File: config.mk
export PLATFORM = sky130hd
export DESIGN_NAME = ebc_endpoint_regs
export DESIGN_NICKNAME = d
export VERILOG_FILES = /design/src/rtl/ebc_pkg.sv /design/src/rtl/ebc_cmd_reg.sv /design/src/rtl/ebc_bar_reg.sv /design/src/rtl/ebc_cfg_rdport.sv /design/src/rtl/ebc_mem_decode.sv /design/src/rtl/ebc_endpoint_regs.sv
export SDC_FILE = /design/constraint.sdc
export NUM_CORES = 1
export LEC_CHECK = 0
export BUFFER_PORTS_ARGS = -buffer_cell sky130_fd_sc_hd__buf_2
export CAP_MARGIN = 20
export CORE_ASPECT_RATIO = 1.2
export CORE_MARGIN = 2
export CORE_UTILIZATION = 46
export CTS_CLUSTER_DIAMETER = 60
export DETAILED_ROUTE_END_ITERATION = 8
export PLACE_DENSITY = 0.87
export SLEW_MARGIN = 10
export SYNTH_ARGS = -nofsm -noshare
export SYNTH_HDL_FRONTEND = slang
export SYNTH_HIERARCHICAL = 1
export SYNTH_SLANG_ARGS = --single-unit
File: constraint.sdc
create_clock -name clk -period 1.6 [get_ports clk]
set_clock_uncertainty 0.15 [all_clocks]
set_input_delay 0.32 -clock clk [delete_from_list [all_inputs] [get_ports clk]]
set_output_delay 0.32 -clock clk [all_outputs]
set_load 0.02 [all_outputs]
File: src/rtl/ebc_pkg.sv
package ebc_pkg;

   localparam int unsigned DW_W = 32;
   localparam int unsigned BE_W = DW_W / 8;

   // dword indices inside the type-0 header that the block decodes
   localparam int unsigned ID_DW  = 0;
   localparam int unsigned CMD_DW = 1;
   localparam int unsigned BAR_DW = 4;

   // memory window type field: memory space, 32-bit, non-prefetchable
   localparam logic [3:0] BAR_TYPE_MEM32 = 4'b0000;

   localparam int unsigned CMD_W = 3;

   // field order matches the command bit positions (bit 2 .. bit 0)
   typedef struct packed {
      logic bus_master;
      logic mem;
      logic io;
   } cmd_t;

   function automatic logic [DW_W-1:0] win_mask(input int unsigned size_log2);
      logic [DW_W-1:0] m;
      m = '1;
      m = m << size_log2;
      return m;
   endfunction

endpackage

File: src/rtl/ebc_cmd_reg.sv
module ebc_cmd_reg
   import ebc_pkg::*;
(
   input  logic             clk,
   input  logic             rst_n,
   input  logic             wr_en,
   input  logic             lane_en,
   input  logic [CMD_W-1:0] wr_bits,
   output cmd_t             cmd_q
);

   always_ff @(posedge clk or negedge rst_n) begin
      if (!rst_n) begin
         cmd_q <= '0;
      end else if (wr_en && lane_en) begin
         cmd_q <= cmd_t'(wr_bits);
      end
   end

endmodule

File: src/rtl/ebc_bar_reg.sv
module ebc_bar_reg
   import ebc_pkg::*;
#(
   parameter int unsigned BAR_SIZE_LOG2 = 24
)(
   input  logic            clk,
   input  logic            rst_n,
   input  logic            wr_en,
   input  logic [BE_W-1:0] wr_be,
   input  logic [DW_W-1:0] wr_data,
   output logic [DW_W-1:0] bar_q
);

   localparam logic [DW_W-1:0] WMASK = win_mask(BAR_SIZE_LOG2);

   logic [7:0] lane_q [BE_W];

   for (genvar g = 0; g < BE_W; g++) begin : g_lane
      localparam logic [7:0] LMASK = WMASK[8*g +: 8];
      if (LMASK == 8'h00) begin : g_fixed
         // lane lies wholly below the window size: hardwired zero
         assign lane_q[g] = 8'h00;
      end else begin : g_store
         always_ff @(posedge clk or negedge rst_n) begin
            if (!rst_n) begin
               lane_q[g] <= 8'h00;
            end else if (wr_en && wr_be[g]) begin
               lane_q[g] <= (lane_q[g] & ~LMASK) | (wr_data[8*g +: 8] & LMASK);
            end
         end
      end
      assign bar_q[8*g +: 8] = lane_q[g];
   end

endmodule

File: src/rtl/ebc_cfg_rdport.sv
module ebc_cfg_rdport
   import ebc_pkg::*;
#(
   parameter int unsigned IDX_W     = 10,
   parameter logic [15:0] VENDOR_ID = 16'h1AB5,
   parameter logic [15:0] DEVICE_ID = 16'h7E21
)(
   input  logic             clk,
   input  logic             rst_n,
   input  logic             rd_req,
   input  logic [IDX_W-1:0] rd_idx,
   input  cmd_t             cmd,
   input  logic [DW_W-1:0]  bar_q,
   output logic             rd_valid,
   output logic [DW_W-1:0]  rd_data
);

   logic [DW_W-1:0] sel_data;

   always_comb begin
      sel_data = '0;
      if (rd_idx == IDX_W'(ID_DW)) begin
         sel_data = {DEVICE_ID, VENDOR_ID};
      end else if (rd_idx == IDX_W'(CMD_DW)) begin
         sel_data = {{(DW_W-CMD_W){1'b0}}, cmd};
      end else if (rd_idx == IDX_W'(BAR_DW)) begin
         sel_data = {bar_q[DW_W-1:4], BAR_TYPE_MEM32};
      end
   end

   always_ff @(posedge clk or negedge rst_n) begin
      if (!rst_n) begin
         rd_valid <= 1'b0;
         rd_data  <= '0;
      end else begin
         rd_valid <= rd_req;
         if (rd_req) begin
            rd_data <= sel_data;
         end
      end
   end

endmodule

File: src/rtl/ebc_mem_decode.sv
module ebc_mem_decode
   import ebc_pkg::*;
#(
   parameter int unsigned BAR_SIZE_LOG2 = 24
)(
   input  logic            mem_en,
   input  logic [DW_W-1:0] bar_q,
   input  logic [DW_W-1:0] mem_addr,
   output logic            mem_hit
);

   localparam logic [DW_W-1:0] WMASK = win_mask(BAR_SIZE_LOG2);

   always_comb begin
      mem_hit = mem_en && ((mem_addr & WMASK) == (bar_q & WMASK));
   end

endmodule

File: src/rtl/ebc_endpoint_regs.sv
module ebc_endpoint_regs
   import ebc_pkg::*;
#(
   parameter int unsigned IDX_W         = 10,
   parameter int unsigned BAR_SIZE_LOG2 = 24,
   parameter logic [15:0] VENDOR_ID     = 16'h1AB5,
   parameter logic [15:0] DEVICE_ID     = 16'h7E21
)(
   input  logic             clk,
   input  logic             rst_n,
   input  logic             cfg_valid,
   input  logic             cfg_write,
   input  logic [IDX_W-1:0] cfg_idx,
   input  logic [3:0]       cfg_be,
   input  logic [31:0]      cfg_wdata,
   output logic             cfg_rd_valid,
   output logic [31:0]      cfg_rd_data,
   output logic             io_en,
   output logic             mem_en,
   output logic             bus_master_en,
   output logic [31:0]      bar_base,
   input  logic [31:0]      mem_addr,
   output logic             mem_hit
);

   if (BAR_SIZE_LOG2 < 7 || BAR_SIZE_LOG2 > 31) begin : g_bad_size
      $error("BAR_SIZE_LOG2 must lie in 7..31");
   end
   if (IDX_W < 3) begin : g_bad_idx
      $error("IDX_W too narrow to reach the window register");
   end
   if (VENDOR_ID == 16'hFFFF) begin : g_bad_vid
      $error("VENDOR_ID of all ones marks an absent function");
   end

   logic wr_req;
   logic rd_req;
   logic cmd_sel;
   logic bar_sel;
   cmd_t cmd_q;
   logic [DW_W-1:0] bar_q;

   assign wr_req  = cfg_valid && cfg_write;
   assign rd_req  = cfg_valid && !cfg_write;
   assign cmd_sel = (cfg_idx == IDX_W'(CMD_DW));
   assign bar_sel = (cfg_idx == IDX_W'(BAR_DW));

   ebc_cmd_reg u_cmd (
      .clk     (clk),
      .rst_n   (rst_n),
      .wr_en   (wr_req && cmd_sel),
      .lane_en (cfg_be[0]),
      .wr_bits (cfg_wdata[CMD_W-1:0]),
      .cmd_q   (cmd_q)
   );

   ebc_bar_reg #(.BAR_SIZE_LOG2(BAR_SIZE_LOG2)) u_bar (
      .clk     (clk),
      .rst_n   (rst_n),
      .wr_en   (wr_req && bar_sel),
      .wr_be   (cfg_be),
      .wr_data (cfg_wdata),
      .bar_q   (bar_q)
   );

   ebc_cfg_rdport #(
      .IDX_W     (IDX_W),
      .VENDOR_ID (VENDOR_ID),
      .DEVICE_ID (DEVICE_ID)
   ) u_rd (
      .clk      (clk),
      .rst_n    (rst_n),
      .rd_req   (rd_req),
      .rd_idx   (cfg_idx),
      .cmd      (cmd_q),
      .bar_q    (bar_q),
      .rd_valid (cfg_rd_valid),
      .rd_data  (cfg_rd_data)
   );

   ebc_mem_decode #(.BAR_SIZE_LOG2(BAR_SIZE_LOG2)) u_dec (
      .mem_en   (cmd_q.mem),
      .bar_q    (bar_q),
      .mem_addr (mem_addr),
      .mem_hit  (mem_hit)
   );

   assign io_en         = cmd_q.io;
   assign mem_en        = cmd_q.mem;
   assign bus_master_en = cmd_q.bus_master;
   assign bar_base      = bar_q;

endmodule

# Yosys cells after proc, flatten, opt, wreduce, memory -nomap -nowiden
# Cells that the tools add are included.
[word_totals]
register_bits = 44
latch_bits = 0
mem_bits_rw = 0
mem_bits_ro = 0
out_inout_bits = 69
wordCells = 21
memories = 0
[classes]
addsub = 0
mul = 0
div_mod_pow = 0
n_lt_le_gt_ge = 0
eq_ne = 3
n_shift = 0
muxes = 3
bitwise = 0
reduce_logical = 9
[op_table]
columns = ["cell", "count"]
rows = [
  ["$mux 32", 3],
  ["$eq 10x1->1 const B", 1],
  ["$eq 10x3->1 const B", 1],
  ["$logic_not 10->1", 1],
  ["$eq 8x8->1", 1],
  ["$logic_and 1x1->1", 7],
  ["$logic_not 1->1", 1],
]

# Logic depth before layout (Yosys ltp)
# Gate-level depths: netlist of run 1.
[logic_depth]
ltp_word = 4
depth_mapped = 5
ltp_nobuf = 4

# Modules after synthesis
# The synthesis of run 1 kept the hierarchy.
[by_module_without_submodules]
columns = ["module", "n_inst", "cells_each", "area_per_inst_um2", "seq_area_each_um2"]
rows = [
  ["ebc_cfg_rdport", 1, 129, 1529.0, 800.8],
  ["ebc_bar_reg", 1, 42, 480.5, 200.2],
  ["ebc_cmd_reg", 1, 7, 126.4, 75.1],
  ["ebc_mem_decode", 1, 12, 95.1, 0.0],
  ["ebc_endpoint_regs", 1, 7, 55.1, 0.0],
]

# Least setup slack after synthesis of run 1
# Ideal clock, no wire load.
[synth_path]
path_kind = "in2reg"
from = "in cfg_idx[7]"
to = "reg u_bar.lane_q, in the netlist u_bar/bar_q[24]"
t_arrival_ns = 1.508
setup_slack_ns = -0.182
cell_stages = 4
path_buffers = 0
path_cell_list = "or4_1 > nor3_1 > nand2_2 > mux2_2"
[synth_via]
elab_chain_cells = 3
[synth_rtl]
columns = ["item", "line_no", "rtl"]
rows = [
  ["start, declared", "ebc_endpoint_regs.sv:13", "input logic [IDX_W-1:0] cfg_idx,"],
  ["$eq 10x3->1", "ebc_endpoint_regs.sv:46", "assign bar_sel = (cfg_idx == IDX_W'(BAR_DW));"],
  ["$logic_and 1x1->1", "ebc_endpoint_regs.sv:60", ".wr_en (wr_req && bar_sel),"],
  ["$logic_and 1x1->1", "ebc_bar_reg.sv:27", "end else if (wr_en && wr_be[g]) begin"],
  ["end signal, assigned by index", "ebc_bar_reg.sv:28", "lane_q[g] <= (lane_q[g] & ~LMASK) | (wr_data[8*g +: 8] & LMASK);"],
  ["end, declared", "ebc_bar_reg.sv:16", "logic [7:0] lane_q [BE_W];"],
]
# Every way passes these cells.
# A chain may end at the register's enable or synchronous reset.

# Worst setup path after layout of run 1
[layout_path]
from = "reg u_bar.lane_q, in the netlist u_bar/bar_q[31]"
to = "out mem_hit"
[layout_via]
elab_chain_cells = 2
[layout_rtl]
columns = ["item", "line_no", "rtl"]
rows = [
  ["$eq 8x8->1", "ebc_mem_decode.sv:15", "mem_hit = mem_en && ((mem_addr & WMASK) == (bar_q & WMASK));"],
  ["$logic_and 1x1->1", "ebc_mem_decode.sv:15", ""],
  ["end, declared", "ebc_endpoint_regs.sv:23", "output logic mem_hit"],
]
# Every way passes these cells.

==> results of run 1 <==
[flip-flops by register name, summed over array words and instances, names as in the netlist]
| signal | flops |
|---|---|
| u_cmd/cmd_q | 3 |
| u_rd/rd_data | 31 |
| u_bar/bar_q | 8 |
| u_rd/rd_valid | 1 |
[what timing repair did]
item | 4_1_cts | 5_1_grt
setup endpoints to repair | 6 | 10
buffers inserted | 4 | 1
pin swaps | 5 | 2
endpoints found under the hold margin | 43 | 0
gates resized for setup | 4 | 5
hold buffers | 1 | 0
[cells in the mapped netlist, drive strengths merged]
master	count
mux2	11
nand4	1
a31o	14
o22ai	1
xnor2	8
conb	2
nand2b	2
and4b	1
nor3	3
nand4b	1
nor2b	31
nor4	2
inv	17
clkbuf	5
nand4bb	1
or4b	2
nand2	4
dfrtp	43
o32ai	16
nand3	1
or4	1
buf	30
[metal layers]
| metal | part of all wire [%] | wire length [um] |
|---|---|---|
| met1 | 39 | 2060 |
| met2 | 53 | 2790 |
| met3 | 5.6 | 295 |
| met4 | 1.4 | 75 |
| met5 | 0 | 0 |
[area by class of cell]
cell class / count / share of cell area, %
clock buffers: 8 / 3.35
inverters: 17 / 2.14
multi-input cells: 125 / 34.2
flip-flops and latches: 43 / 36.0
well taps: 60 / 2.51
repair buffers: 105 / 21.7
[logic make-up after synthesis]
family / count (synthesis)
flip-flops: 43
XOR/XNOR: 8
buffers and inverters: 52
other: 2
AND/OR/NAND/NOR: 50
multiplexers: 11
AO/OA/AOI/OAI: 31
[power groups by stage]
stage | sequential [uW] | clock [uW] | combinational [uW]
2_1_floorplan | 1120 | 0 | 172
3_3_place_gp | 1110 | 0 | 248
3_5_place_dp | 1110 | 0 | 254
4_1_cts | 1090 | 764 | 260
5_1_grt | 1090 | 809 | 291
6_report | 1090 | 747 | 265
[metrics by stage]
stage	instance area [um2]	total power, uW
3_5_place_dp	2800	1370
6_report	2990	2100
4_1_cts	2950	2110
3_3_place_gp	2800	1360
2_1_floorplan	2380	1290
5_1_grt	2990	2190
[worst max-delay path, cell delays in order, from the launching register on]
cell	delay [ns]
dfrtp_1	0.40
xnor2_1	0.16
nand3_1	0.12
nor3_2	0.16
buf_4	0.16
[how the worst max path moves through the flow]
stage,to,slack (ns),cells past startpoint
final,mem_hit,-0.16,4
after global routing,mem_hit,-0.26,4
after CTS,mem_hit,-0.17,4
after detailed placement,u_bar/bar_q[31]$_DFFE_PN0P_,-0.32,5
after global placement,u_cmd/cmd_q[0]$_DFFE_PN0P_,-0.33,5
after floorplan,u_bar/bar_q[24]$_DFFE_PN0P_,-0.13,4
==> impl_metrics.json, run 1 <==
{
  "portBuffers": 78,
  "dieWidth_um": 68.4,
  "grt_util_met3_pct": 5.12,
  "htreeDepth": 2,
  "seq_power_share_pct": 51.9,
  "place_hpwl_um": 3910,
  "final-setup-viol-count": 1,
  "multiInputGateArea_mm2": 0.00102,
  "synthMuxAreaShare_pct": 5.91,
  "ios": 151,
  "period_minus_slack_ns": 1.76,
  "dr.first_iter.drc_count": 61,
  "power_density_mw_per_mm2": 704,
  "synth-simple-area-share_pct": 15.0,
  "dr_total_vias": 1733,
  "grt_pass1_wl_um": 8070,
  "cp_data_required_time_ns": 1.13,
  "setup_slack_ns": -0.156,
  "fillers": 426,
  "synthAdderAreaFrac_pct": 0,
  "status": "finished, violations left",
  "wire_per_inst_um": 14.6,
  "yosysTopAreaCellShare_pct": 47.1,
  "insertion_delay_ns": 0.29,
  "final_layout_size_suffix_gt1_share_pct": 49.3,
  "drc": 0,
  "dpl_worst_slack_ns": -0.317,
  "hold_ws_ns": 0.107,
  "start_util_pct": 46.9,
  "cp_max_fo": 2,
  "nets": 379,
  "power_leakage_uw": 0.00158,
  "crit_start": "u_bar/bar_q[31]$_DFFE_PN0P_",
  "p_comb_share_pct": 12.6,
  "met1_usage_pct": 23.3,
  "p_int_uw": 1580,
  "synth_top_family_by_area": "simple AND/OR/NAND/NOR gates",
  "yosysTopAreaCell": "dfrtp_1",
  "maxCapViolations": 0,
  "cts_sinks": 43,
  "ys_warn_count": 6,
  "synth_area_mm2": 0.00229,
  "hold_viol": 0,
  "core_area_mm2": 0.00487,
  "final_common_cell": "buf_2",
  "switching_share_pct": 24.8,
  "clkPwrFrac_pct": 35.5,
  "dieArea_mm2": 0.00555,
  "r2r_setup_slack_ns": 0.41,
  "antenna_cells": 0,
  "cts-root-buf": "clkbuf_8",
  "clkTransAtPathRegs_ns": 0.08,
  "clock_path_buffers": 2,
  "grt_max_degree": 44,
  "min_period_over_period_pct": 110,
  "via_per_inst": 4.84,
  "firstDrtPassIters": 4,
  "synth-compound-area-share_pct": 14.7,
  "syn_inst": 197,
  "crit_arrival_ns": 1.29,
  "worst_hold_path_type": "input pin to flip-flop",
  "grt-busiest-layer": "met2",
  "ant_nets": 0,
  "grtUsageMet2_pct": 34.5,
  "drv_slew": 0,
  "critPathKind": "flip-flop to output pin",
  "switchingPower_uw": 520,
  "worst_ir_drop_vdd_mv": 0.438,
  "layout_common_cells": "buf_2, dfrtp_1, nor2b_1",
  "worstRegToRegCells": 3,
  "place_inst": 344,
  "fmax_ghz": 0.569,
  "violations": "negative setup slack",
  "synthTopCellsByArea": "dfrtp_1, nor2b_1, buf_4",
  "worstHoldStart": "cfg_wdata[24]",
  "first_global_vias": 1718,
  "synth-seq-cells": 43,
  "grt_setup_unrepaired": "yes",
  "cp-start-kind": "flip-flop",
  "reg2reg_to": "u_bar/bar_q[31]$_DFFE_PN0P_",
  "synth.avg_cell_area_um2": 11.6,
  "numCtsBuffers": 5,
  "tns_ns": -0.156,
  "fin_util_pct": 61.3,
  "area.growth.synth_to_final_pct": 30.6,
  "die_h_um": 81.2,
  "hold_depth": 2,
  "gp_congestion": 0.760,
  "grt_overflow": 0,
  "holdPathEnd": "u_bar/bar_q[24]$_DFFE_PN0P_",
  "num_rows": 28,
  "worstSetupEndpointType": "output pin",
  "yosysUniqueCellTypes": 30,
  "cts_tree": "built",
  "ys_seq_area_share_pct": 47.1,
  "globalRouteTotalUtil_pct": 19.9,
  "final_cell_count_no_fill": 358,
  "r2r_start": "u_bar/bar_q[31]$_DFFE_PN0P_",
  "regArea_mm2": 0.00108,
  "antenna_found_initial": 0,
  "synth_xor_area_share_pct": 3.07,
  "wl_um": 5220
}
No activity file was read; power rests on OpenSTA's default activity.
==> run 2, diff against run 1 <==
--- a/config.mk
+++ b/config.mk
@@ -9,10 +9,10 @@
 export CAP_MARGIN = 20
 export CORE_ASPECT_RATIO = 1.2
 export CORE_MARGIN = 2
-export CORE_UTILIZATION = 46
+export CORE_UTILIZATION = 40
 export CTS_CLUSTER_DIAMETER = 60
 export DETAILED_ROUTE_END_ITERATION = 8
-export PLACE_DENSITY = 0.87
+export PLACE_DENSITY = 0.77
 export SLEW_MARGIN = 10
 export SYNTH_ARGS = -nofsm -noshare
 export SYNTH_HDL_FRONTEND = slang
==> impl_metrics.json, run 2 (synthesis results as in run 1) <==
{
  "status": "finished, violations left",
  "violations": "negative setup slack",
  "worst_hold_path_type": "input pin to flip-flop",
  "cts-root-buf": "clkbuf_8",
  "r2r_start": "u_bar/bar_q[28]$_DFFE_PN0P_",
  "maxCapViolations": 0,
  "r2r_setup_slack_ns": 0.50,
  "cts_sinks": 43,
  "power_density_mw_per_mm2": 683,
  "ios": 151,
  "layout_common_cells": "buf_2, dfrtp_1, nor2b_1",
  "place_hpwl_um": 3750,
  "cts_tree": "built",
  "firstDrtPassIters": 4,
  "worstSetupEndpointType": "output pin",
  "dr_total_vias": 1722,
  "drc": 0,
  "ant_nets": 0,
  "nets": 378,
  "power_uw": 2030,
  "clock_path_buffers": 2,
  "grt_setup_unrepaired": "yes",
  "multiInputGateArea_mm2": 0.00105,
  "critPathKind": "flip-flop to output pin",
  "numCtsBuffers": 5,
  "grt_pass1_wl_um": 7580,
  "critPathMaxStageDelay_ns": 0.44,
  "globalRouteTotalUtil_pct": 15.4,
  "area.growth.synth_to_final_pct": 30.3,
  "final_layout_size_suffix_gt1_share_pct": 49.8,
  "hold_viol": 0,
  "final-setup-viol-count": 5,
  "antenna_cells": 0,
  "power_leakage_uw": 0.00158,
  "grt_overflow": 0,
  "worstRegToRegCells": 2,
  "min_period_over_period_pct": 112,
  "num_rows": 30,
  "largest_reg_flops": 31,
  "final_common_cell": "buf_2",
  "setup_slack_ns": -0.200,
  "reg2reg_to": "u_bar/bar_q[28]$_DFFE_PN0P_",
  "cp_data_required_time_ns": 1.13,
  "regArea_mm2": 0.00108,
  "crit_chain": "xnor2_1 > nand4_1 > nor3_2 > buf_4",
  "die_h_um": 86.8,
  "antenna_found_initial": 0,
  "hold_ws_ns": 0.101,
  "tns_ns": -0.253,
  "start_util_pct": 40.9,
  "portBuffers": 78,
  "wl_um": 5060,
  "period_minus_slack_ns": 1.80,
  "cp-start-kind": "flip-flop",
  "fillers": 516,
  "drv_slew": 0,
  "cp_slowest_cell": "dfrtp_1",
  "cp_max_fo": 4,
  "fin_util_pct": 53.2,
  "via_per_inst": 4.77,
  "gp_congestion": 0.664,
  "endpoint": "mem_hit",
  "grt_max_degree": 29,
  "crit_arrival_ns": 1.33,
  "worst_ir_drop_vdd_mv": 0.341,
  "dieWidth_um": 73.0,
  "core_area_mm2": 0.00559,
  "crit_start": "u_bar/bar_q[29]$_DFFE_PN0P_",
  "insertion_delay_ns": 0.29,
  "largest-register": "u_rd/rd_data",
  "htreeDepth": 2,
  "dr.first_iter.drc_count": 38,
  "fmax_ghz": 0.556,
  "wire_per_inst_um": 14.0,
  "first_global_vias": 1603,
  "dieArea_mm2": 0.00634,
  "clkTransAtPathRegs_ns": 0.09,
  "dpl_worst_slack_ns": -0.346
}
-- run 2: cell types whose count changed in the layout (fill, tap and decap cells not counted), sizes merged --
cell      delta
clkinv       +1
clkbuf       -2
clkinvlp     +1
buf          -1
-- run 2: worst min-delay path by stage --
stage / endpoint / cells past startpoint / from
final: u_cmd/cmd_q[2]$_DFFE_PN0P_ / 2 / cfg_wdata[2]
after global routing: u_cmd/cmd_q[2]$_DFFE_PN0P_ / 2 / cfg_wdata[2]
after CTS: u_cmd/cmd_q[1]$_DFFE_PN0P_ / 2 / cfg_wdata[1]
after detailed placement: u_rd/rd_data[4]$_DFFE_PN0P_ / 1 / rst_n
after global placement: u_rd/rd_data[4]$_DFFE_PN0P_ / 1 / rst_n
after floorplan: u_bar/bar_q[24]$_DFFE_PN0P_ / 0 / rst_n
-- run 2: timing repair --
| item | 4_1_cts | 5_1_grt |
|---|---|---|
| resized for setup | 6 | 6 |
| hold buffers | 1 | 0 |
| buffers inserted | 6 | 0 |
| hold endpoints to repair | 15 | 0 |
| pin swaps | 7 | 3 |
| cloned | 0 | 0 |
| endpoints found under the setup margin | 9 | 12 |
-- run 2: cell type report --
type                       instances  area share [%]
multi-input combinational        125            35.2
clock inverter                     2           0.420
inverter                          17            2.14
clock buffer                       6            2.44
tap                               64            2.69
sequential                        43            36.1
timing repair buffer             104            21.0
-- run 2: worst max-delay path, delay by kind of cell, from the launching register on --
family | cells | cell delay, ns
DFF | 1 | 0.44
and+or+nand+nor | 2 | 0.26
xor gates and xnor gates | 1 | 0.17
buffers and inverters | 1 | 0.17
-- run 2: per-stage QoR --
stage / cells / area [um2]
6_report: 361 / 2980
2_1_floorplan: 220 / 2380
4_1_cts: 361 / 2950
3_5_place_dp: 346 / 2770
3_3_place_gp: 346 / 2770
5_1_grt: 361 / 2980
-- run 2: where the power goes --
part	total (uW)	internal [uW]	switching, uW	leakage [uW]
clock	674	305	368	0.0000412
combinational	268	101	167	0.000941
sequential	1090	1090	1.97	0.000600
total	2030	1500	537	0.00158
-- run 2: routing by layer --
metal / track usage, % / part of all wire (%)
met5: 0 / 0
met4: 4.55 / 1.2
met3: 3.02 / 4.9
met2: 28.0 / 53
met1: 18.0 / 41
==> run 3, diff against run 2 <==
--- a/config.mk
+++ b/config.mk
@@ -5,6 +5,7 @@
 export SDC_FILE = /design/constraint.sdc
 export NUM_CORES = 1
 export LEC_CHECK = 0
+export ABC_AREA = 1
 export BUFFER_PORTS_ARGS = -buffer_cell sky130_fd_sc_hd__buf_2
 export CAP_MARGIN = 20
 export CORE_ASPECT_RATIO = 1.2
==> impl_metrics.json, run 3 <==
{
  "status": "finished, violations left",
  "violations": "negative setup slack",
  "die_h_um": 87.6,
  "start_util_pct": 41.3,
  "power_density_mw_per_mm2": 777,
  "fmax_ghz": 0.574,
  "worst_hold_path_type": "input pin to flip-flop",
  "clkTransAtPathRegs_ns": 0.08,
  "yosysTopAreaCell": "dfrtp_1",
  "largest_reg_flops": 31,
  "portBuffers": 78,
  "synth_edf_count": 0,
  "drv_slew": 0,
  "clock_path_buffers": 2,
  "drc": 0,
  "maxCapViolations": 0,
  "regArea_mm2": 0.00108,
  "critPathMaxStageDelay_ns": 0.42,
  "final_cell_count_no_fill": 476,
  "via_per_inst": 4.58,
  "synth-seq-cells": 43,
  "area.growth.synth_to_final_pct": 27.4,
  "antenna_found_initial": 0,
  "crit_arrival_ns": 1.27,
  "firstDrtPassIters": 4,
  "cts_tree": "built",
  "ys_seq_area_share_pct": 46.2,
  "core_area_mm2": 0.00563,
  "largest-register": "u_rd/rd_data",
  "cts-root-buf": "clkbuf_8",
  "critPathKind": "flip-flop to output pin",
  "yosysTopAreaCellShare_pct": 46.2,
  "final-setup-viol-count": 1,
  "crit_chain": "nand2_1 > nand2_1 > nor2_1 > nand3_1 > nor2_2 > buf_6",
  "grt_overflow": 0,
  "dr_total_vias": 2178,
  "cp_data_required_time_ns": 1.13,
  "layout_common_cells": "nand2_1, buf_2, dfrtp_1",
  "tns_ns": -0.142,
  "min_period_over_period_pct": 109,
  "cp_max_fo": 3,
  "final_layout_size_suffix_gt1_share_pct": 28.2,
  "place_inst": 457,
  "cp_slowest_cell": "dfrtp_1",
  "grt_max_degree": 44,
  "grt_pass1_wl_um": 8930,
  "cts_sinks": 43,
  "place_hpwl_um": 4020,
  "gp_congestion": 0.815,
  "async_flop_share_pct": 100,
  "multiInputGateArea_mm2": 0.00101,
  "wire_per_inst_um": 11.5,
  "cp_common_cell": "nand2_1",
  "wl_um": 5480,
  "insertion_delay_ns": 0.29,
  "nets": 493,
  "num_rows": 30,
  "period_minus_slack_ns": 1.74,
  "cp-start-kind": "flip-flop",
  "ys.flop_type": "dfrtp_1",
  "dieWidth_um": 73.6,
  "setup_slack_ns": -0.142,
  "htreeDepth": 2,
  "synthTopCellsByArea": "dfrtp_1, nand2_1, buf_4",
  "antenna_cells": 0,
  "power_leakage_uw": 0.00189,
  "dr.first_iter.drc_count": 99,
  "ios": 151,
  "dieArea_mm2": 0.00645,
  "synth_area_mm2": 0.00233,
  "yosysMostFrequentCell": "nand2_1",
  "final_common_cell": "nand2_1",
  "synth.avg_cell_area_um2": 7.32,
  "ant_nets": 0,
  "hold_viol": 0,
  "synthTopCellsByCount": "nand2_1, dfrtp_1, nand3_1",
  "numCtsBuffers": 5,
  "fin_util_pct": 52.7,
  "fillers": 548,
  "worstSetupEndpointType": "output pin",
  "power_uw": 2300,
  "globalRouteTotalUtil_pct": 17.9,
  "syn_inst": 318,
  "ys_warn_count": 6,
  "first_global_vias": 2009,
  "grt_setup_unrepaired": "yes",
  "worst_ir_drop_vdd_mv": 0.528,
  "yosysUniqueCellTypes": 19
}
[run 3: area by class of cell]
cell class | instances | area share, %
Clock buffer | 6 | 2.45
Multi-Input combinational cell | 241 | 33.9
Clock inverter | 2 | 2.03
Inverter | 21 | 2.66
Tap cell | 64 | 2.70
Timing Repair Buffer | 99 | 20.0
Sequential cell | 43 | 36.3
[run 3: logic make-up after synthesis]
logic type	share of synthesized area, %
buf+inv	14.2
other cells	0.323
xor+xnor	0.753
flops	46.2
simple gates	37.7
compound gates	0.753
[run 3: layer usage]
metal	track usage (%)	part of all wire (%)	up-vias
met2	31.6	52	82
met3	4.60	6.2	6
met4	4.63	1.1	0
met5	0	0	-
li1	-	-	1100
met1	21.4	41	990
[run 3: through the flow]
stage               hold WS, ns  area, um2  setup WS, ns
finish                    0.112       2970        -0.142
global route              0.116       2970        -0.275
CTS                       0.102       2920        -0.137
detailed placement        0.165       2720        0.0982
global placement          0.158       2720         0.111
floorplan                -0.126       2410         0.129
[run 3: worst max-delay path, delay by kind of cell (launching register included)]
kind	cells	cell delay, ns
buffers and inverters	1	0.13
and+or+nand+nor	5	0.44
DFF	1	0.42
[run 3: worst paths after layout]
kind | to | startpoint | cells past startpoint | slack, ns
setup / recovery | mem_hit | u_bar/bar_q[24]$_DFFE_PN0P_ | 6 | -0.14
hold / removal | u_bar/bar_q[25]$_DFFE_PN0P_ | cfg_wdata[25] | 3 | 0.11
setup reg to reg | u_rd/rd_data[29]$_DFFE_PN0P_ | u_bar/bar_q[29]$_DFFE_PN0P_ | 6 | 0.40
hold reg to reg | u_rd/rd_data[5]$_DFFE_PN0P_ | u_rd/rd_data[5]$_DFFE_PN0P_ | 2 | 0.33
max in group asynchronous | u_rd/rd_valid$_DFF_PN0_ | rst_n | 3 | 0.71
min in group asynchronous | u_rd/rd_data[18]$_DFFE_PN0P_ | rst_n | 3 | 0.38
[run 3: repair_timing]
item | CTS | global route
endpoints found under the setup margin | 1 | 1
hold buffers | 1 | 0
buffers inserted | 7 | 3
hold endpoints to repair | 43 | 0
gates resized for setup | 2 | 7
[run 3: power breakdown]
part	total (uW)	internal (uW)	leakage (uW)	switching, uW
registers	1090	1090	0.000600	2.22
clock network	984	624	0.0000654	360
logic	227	65.1	0.00122	162
total	2300	1780	0.00189	525
